[config.mk]
export PLATFORM = sky130hd
export DESIGN_NAME = tick_cmp_timer
export DESIGN_NICKNAME = d
export VERILOG_FILES = /design/src/rtl/tick_cmp_timer.sv
export SDC_FILE = /design/constraint.sdc
export NUM_CORES = 1
export LEC_CHECK = 0
export BUFFER_PORTS_ARGS = -buffer_cell sky130_fd_sc_hd__buf_2
export CELL_PAD_IN_SITES_DETAIL_PLACEMENT = 1
export CELL_PAD_IN_SITES_GLOBAL_PLACEMENT = 1
export CORE_MARGIN = 3
export CORE_UTILIZATION = 37
export CTS_BUF_LIST = sky130_fd_sc_hd__clkbuf_4
export DETAILED_ROUTE_END_ITERATION = 8
export PLACE_DENSITY = 0.87
export SETUP_SLACK_MARGIN = 0.5
export SLEW_MARGIN = 10
export SYNTH_ARGS = -nofsm -noshare
export SYNTH_HDL_FRONTEND = slang
export SYNTH_SLANG_ARGS = --single-unit
[constraint.sdc]
create_clock -name clk -period 2.6 [get_ports clk]
set_clock_uncertainty 0.2 [all_clocks]
set_input_delay 0 -clock clk [delete_from_list [all_inputs] [get_ports clk]]
set_output_delay 0 -clock clk [all_outputs]
set_load 0.02 [all_outputs]
[src/rtl/tick_cmp_timer.sv]
module tick_cmp_timer #(
  parameter int CNT_W    = 64,
  parameter int SOFT_W   = 17,
  parameter int SOFT_BIT = 0
) (
  input  logic              clk,
  input  logic              rst_n,
  input  logic              tick_en,
  input  logic              cnt_wr,
  input  logic [CNT_W-1:0]  cnt_wdata,
  input  logic              lim_wr,
  input  logic [CNT_W-1:0]  lim_wdata,
  output logic [CNT_W-1:0]  cnt_rdata,
  output logic [SOFT_W-1:0] soft_set
);
  localparam int LOW_W = CNT_W - 1;

  logic [LOW_W-1:0] cnt_q, lim_q;
  logic             ctrl_q, dis_q, armed_q, late_q, soft_q;
  logic             hit, fire;

  assign hit  = late_q || (cnt_q == lim_q);
  assign fire = tick_en && !lim_wr && armed_q && !dis_q && hit;

  always_ff @(posedge clk) begin
    if (!rst_n) begin
      cnt_q   <= '0;
      ctrl_q  <= 1'b1;
      lim_q   <= '0;
      dis_q   <= 1'b1;
      armed_q <= 1'b0;
      late_q  <= 1'b0;
      soft_q  <= 1'b0;
    end else begin
      soft_q <= fire;
      if (cnt_wr) begin
        cnt_q  <= cnt_wdata[LOW_W-1:0];
        ctrl_q <= cnt_wdata[CNT_W-1];
      end else if (tick_en) begin
        cnt_q <= cnt_q + 1'b1;
      end
      if (lim_wr) begin
        lim_q   <= lim_wdata[LOW_W-1:0];
        dis_q   <= lim_wdata[CNT_W-1];
        armed_q <= (|lim_wdata[LOW_W-1:0]) && !lim_wdata[CNT_W-1];
        late_q  <= lim_wdata[LOW_W-1:0] <= cnt_q;
      end else if (fire) begin
        armed_q <= 1'b0;
        late_q  <= 1'b0;
      end
    end
  end

  assign cnt_rdata = {ctrl_q, cnt_q};
  assign soft_set  = {{(SOFT_W-1){1'b0}}, soft_q} << SOFT_BIT;

  assert_cnt_write_R2: assert property (@(posedge clk) disable iff (!rst_n)
    cnt_wr |=> cnt_rdata == $past(cnt_wdata));

  assert_tick_inc_R4: assert property (@(posedge clk) disable iff (!rst_n)
    (!cnt_wr && tick_en) |=> cnt_rdata[LOW_W-1:0] == $past(cnt_rdata[LOW_W-1:0]) + 1'b1);

  assert_tick_hold_R4: assert property (@(posedge clk) disable iff (!rst_n)
    (!cnt_wr && !tick_en) |=> $stable(cnt_rdata));

  assert_zero_limit_R7: assert property (@(posedge clk) disable iff (!rst_n)
    (lim_wr && lim_wdata[LOW_W-1:0] == '0) |=> !soft_set[SOFT_BIT] ##1 !soft_set[SOFT_BIT]);

  assert_disabled_R8: assert property (@(posedge clk) disable iff (!rst_n)
    (lim_wr && lim_wdata[CNT_W-1]) |=> !soft_set[SOFT_BIT] ##1 !soft_set[SOFT_BIT]);

  assert_one_bit_R10: assert property (@(posedge clk) disable iff (!rst_n)
    (soft_set & ~(SOFT_W'(1) << SOFT_BIT)) == '0);

  assert_one_cycle_R10: assert property (@(posedge clk) disable iff (!rst_n)
    soft_set[SOFT_BIT] |=> !soft_set[SOFT_BIT]);
endmodule

==> results by group, run 1 <==
Status
  – Outcome: stopped before the end
  – Failing step: clock tree synthesis
  – Run Error: [ERROR RSZ-0060] Max buffer count reached.

Floorplanning
  – IO Count: 214
  – Starting density of the core: 37.9%
  – Die X-Extent: 156 um
  – FP Rows: 54
  – Die Y: 156 um

Place
  – HPWL Detailed: 24500 um
  – Buffers on Ports: 197
  – Cell Area, Placed: 0.00996 mm2
  – Placer congestion estimate: 0.899

Logic synthesis
  – Top cells by area, synth: dfxtp_1, xnor2_1, ha_1
  – Synth cell types: 48
  – Synth top area share: 31.5%
  – Seq/Total Area, Yosys: 31.5%
  – Syn Inst Count: 962
  – Synth area leader: dfxtp_1
  – Avg Cell Area, Syn: 8.66 um2
  – Mapped cell area: 0.00833 mm2
  – Seq cells post-synth: 131
  – Post-synth EDFFs: 0
  – Post-synth top cells: dfxtp_1, xnor2_1, inv_1, mux2i_1, ha_1
  – Most frequent cell after synthesis: dfxtp_1
  – YS warnings: 0
  – Prevailing post-synth register cell: dfxtp_1
  – Async SR Flop Fraction: 0%

Clock network
  – Cells resized by post-CTS repair: 94
  – Number of buffers created by CTS: 17
  – CTS Hold Buffers Added: 306
  – Postcts setup bufs: 56
  – Clk buf depth: 2
  – Clock Root Buffer: clkbuf_4
  – Number of clock sinks: 131
  – CTS H-Tree Depth: 4
[cells by family after synthesis]
kind of cell,synth area share (%)
buffers and inverters,6.46
DFF,31.5
muxes,7.81
other,0.0450
xor gates and xnor gates,13.0
adders and majority gates,9.61
and+or+nand+nor,21.1
AOI/OAI and AO/OA,10.5
[stage by stage]
| stage | hold WS (ns) | setup TNS (ns) | setup slack [ns] | instances | util, % |
|---|---|---|---|---|---|
| floorplan | -0.0715 | 0 | 0.222 | 977 | - |
| global placement | 0.0146 | 0 | 0.105 | 1439 | 45.3 |
| detailed placement | 0.0229 | -0.00921 | -0.00921 | 1439 | 45.3 |
==> inputs of run 2 (changes only) <==
- CELL_PAD_IN_SITES_DETAIL_PLACEMENT: 1 -> not set
- CELL_PAD_IN_SITES_GLOBAL_PLACEMENT: 1 -> not set
- CORE_UTILIZATION: 37 -> 30
- CTS_BUF_LIST: sky130_fd_sc_hd__clkbuf_4 -> not set
- PLACE_DENSITY: 0.87 -> not set
- PLACE_DENSITY_LB_ADDON: not set -> 0.15
- SETUP_SLACK_MARGIN: 0.5 -> not set
- clock period: 2.6 -> 3.4 ns (I/O delays scaled with it)
==> results by group, run 2 <==
Route
  – Pre-antenna DRT Iters: 5
  – DR vias/cell: 4.77
  – DRC violations left: 0
  – Via count: 8095
  – Post-DRT Antenna Nets: 0
  – DRT iter0 DRCs: 441
  – Final wirelength: 31400 um
  – Post-DR wirelength/cell: 18.5 um

Logic synthesis
  – Async SR Flop Fraction: 0% (unchanged)
  – Post-synth top cells: dfxtp_1, xnor2_1, inv_1, mux2i_1, ha_1
  – Mapped cell area: 0.00833 mm2 (unchanged)
  – Prevailing post-synth register cell: dfxtp_1
  – Synth top area share: 31.5% (unchanged)
  – Most frequent cell after synthesis: dfxtp_1
  – Post-synth EDFFs: 0 (unchanged)
  – Seq cells post-synth: 131 (unchanged)
  – Synth area leader: dfxtp_1
  – Top cells by area, synth: dfxtp_1, xnor2_1, ha_1
  – YS warnings: 0 (unchanged)
  – Seq/Total Area, Yosys: 31.5% (unchanged)
  – Synth cell types: 48 (unchanged)
  – Syn Inst Count: 962 (unchanged)
  – Avg Cell Area, Syn: 8.66 um2 (unchanged)

Timing
  – Final worst path period share: 90.9%
  – Fmax: 0.323 GHz
  – # setup viols final: 0
  – Unrepaired setup endpoints after global routing: false
  – Slew margin rel.: 43.3%
  – Setup_tns: 0 ns
  – Hold Vio Cnt, Final: 0
  – Final min period: 3.09 ns
  – Pins Over Slew Limit: 0
  – Slew @ Worst Pin: 0.851 ns

Job
  – # Max-Cap Violations: 0

Floorplanning
  – Core area: 0.0271 mm2
  – Die X-Extent: 173 um (+11%)
  – Die Y: 173 um (+11%)
  – IO Count: 214 (unchanged)
  – Starting density of the core: 30.7% (-7.2 points)
  – Die ar.: 0.0298 mm2
  – FP Rows: 60 (+11%)

Power
  – Max VDD drop: 0.319 mV
  – Sw Ratio: 29.4%
  – Gate power share: 22.7%
  – PD cells: 390 mW/mm2
  – Sequential share of power: 37.6%
  – Leak pwr: 5.18 nW
  – Switch Pwr: 0.00137 W
  – Clk network pwr share: 39.7%
  – Int Pwr: 0.00328 W

Cells and area
  – Share of cells above drive strength 1: 18.6%
  – Final std cells w/o fill: 1698
  – Layout area overhead: 43.0%
  – Regs by FF count: cnt_q (63), lim_q (63)
  – Diode count: 0
  – Commonest cells after routing, fill and taps aside: buf_2, dlygate4sd3_1, dfxtp_1
  – Most common cell after layout, fill and taps aside: buf_2
  – Fillers: 2717
  – Final nets: 1512

Clock network
  – Clk buf depth: 2 (unchanged)
  – Number of buffers created by CTS: 17 (unchanged)
  – Cells resized by post-CTS repair: 0 (-100%)
  – CTS tree: yes
  – CTS H-Tree Depth: 4 (unchanged)
  – Clock-pin slew on the worst setup and hold paths: 0.06 ns
  – Insertion delay to the later sink of the worst-skew pair: 0.43 ns
  – Clock Root Buffer: clkbuf_16
  – Number of clock sinks: 131 (unchanged)

GRT
  – Number of global-route vias before repair: 8115
  – Global Route Usage Sum: 20.8%
  – First-pass GRT wire length: 48300 um
  – Number of antenna violations at the first check in global routing: 0
  – GRT overflow: 0
  – Largest net degree at the start of global routing: 78

Critical path
  – Type of origin of the critical path: flop
  – CP Max Fanout: 6
  – Critical Path AT: 3.20 ns
  – CP Capture Type: flop
  – Category of the most critical setup path: flop to flop
  – Worst EP required: 3.50 ns

Status
  – Outcome: completed

Place
  – Placed cell count: 1501 (+4.3%)
  – HPWL Detailed: 23600 um (-3.8%)
  – Buffers on Ports: 197 (unchanged)
  – Placer congestion estimate: 0.831 (-7.5%)

Hold path
  – Hold WC Path Type: input port to flop
==> run 2: power groups by stage <==
stage / Sequential (W) / Combinational, W / Clock, W
after global placement: 0.00178 / 0.000896 / 0
after CTS: 0.00175 / 0.00105 / 0.00187
after global routing: 0.00176 / 0.00115 / 0.00193
final: 0.00175 / 0.00105 / 0.00185
after floorplan: 0.00181 / 0.000500 / 0
after detailed placement: 0.00178 / 0.000892 / 0
==> run 2: per-stage QoR <==
step,cell area (um2),total power [W],utilization [%],hold slack [ns],worst slack (ns)
after floorplan,8390,0.00231,-,-0.0715,0.717
after global placement,9670,0.00267,35.7,0.0159,0.581
after detailed placement,9670,0.00267,35.7,0.0266,0.567
after CTS,11900,0.00467,43.9,0.0154,0.303
after global routing,11900,0.00485,43.9,0.0576,0.171
final,11900,0.00465,43.9,0.0339,0.308
==> run 2: cells by family after synthesis <==
group                    after synthesis  share of synthesized area (%)
other                                  1                         0.0450
buffers and inverters                123                           6.46
flip-flops                           131                           31.5
AO/OA/AOI/OAI                        147                           10.5
multiplexers                          65                           7.81
XOR/XNOR                             124                           13.0
adder cells (fa/ha/maj)               64                           9.61
AND/OR/NAND/NOR                      307                           21.1
==> run 2: layout make-up <==
cell class	count	area, um2	area share (%)
Sequential cell	131	2620	22.0
Inverter	66	248	2.08
Clock inverter	5	75.1	0.630
Tap cell	372	465	3.91
Clock buffer	25	495	4.16
Multi-Input combinational cell	723	5230	43.9
Timing Repair Buffer	376	2780	23.3
==> run 2: worst paths after layout <==
path | startpoint | slack [ns] | to | depth (start not counted)
worst max register to register | cnt_q[18] | 0.31 | cnt_q[61] | 7
worst max-delay path | cnt_q[18] | 0.31 | cnt_q[61] | 7
worst min-delay path | lim_wr | 0.03 | late_q | 2
worst min register to register | armed_q | 0.26 | soft_q | 2
==> run 2: what timing repair did <==
item | CTS | global route
hold endpoints to repair | 131 | 0
setup buffers | 0 | 0
hold buffers | 167 | 0
==> run 2: routing by layer <==
metal,wire length [um],up-vias,GRT usage [%]
li1,-,4049,-
met1,14900,3806,28.4
met2,14500,217,34.2
met3,1580,23,3.97
met4,376,0,4.70
met5,0,-,0
==> run 2: worst max-delay path, cell delays in order, from the launching register on <==
cell	delay, ns
dfxtp_1	0.45
nand4_2	0.15
or4_4	0.55
or4_4	0.61
nor3_2	0.22
xnor2_1	0.14
a21oi_1	0.07
dlygate4sd3_1	0.57
Power figures use the tool's default switching activity.
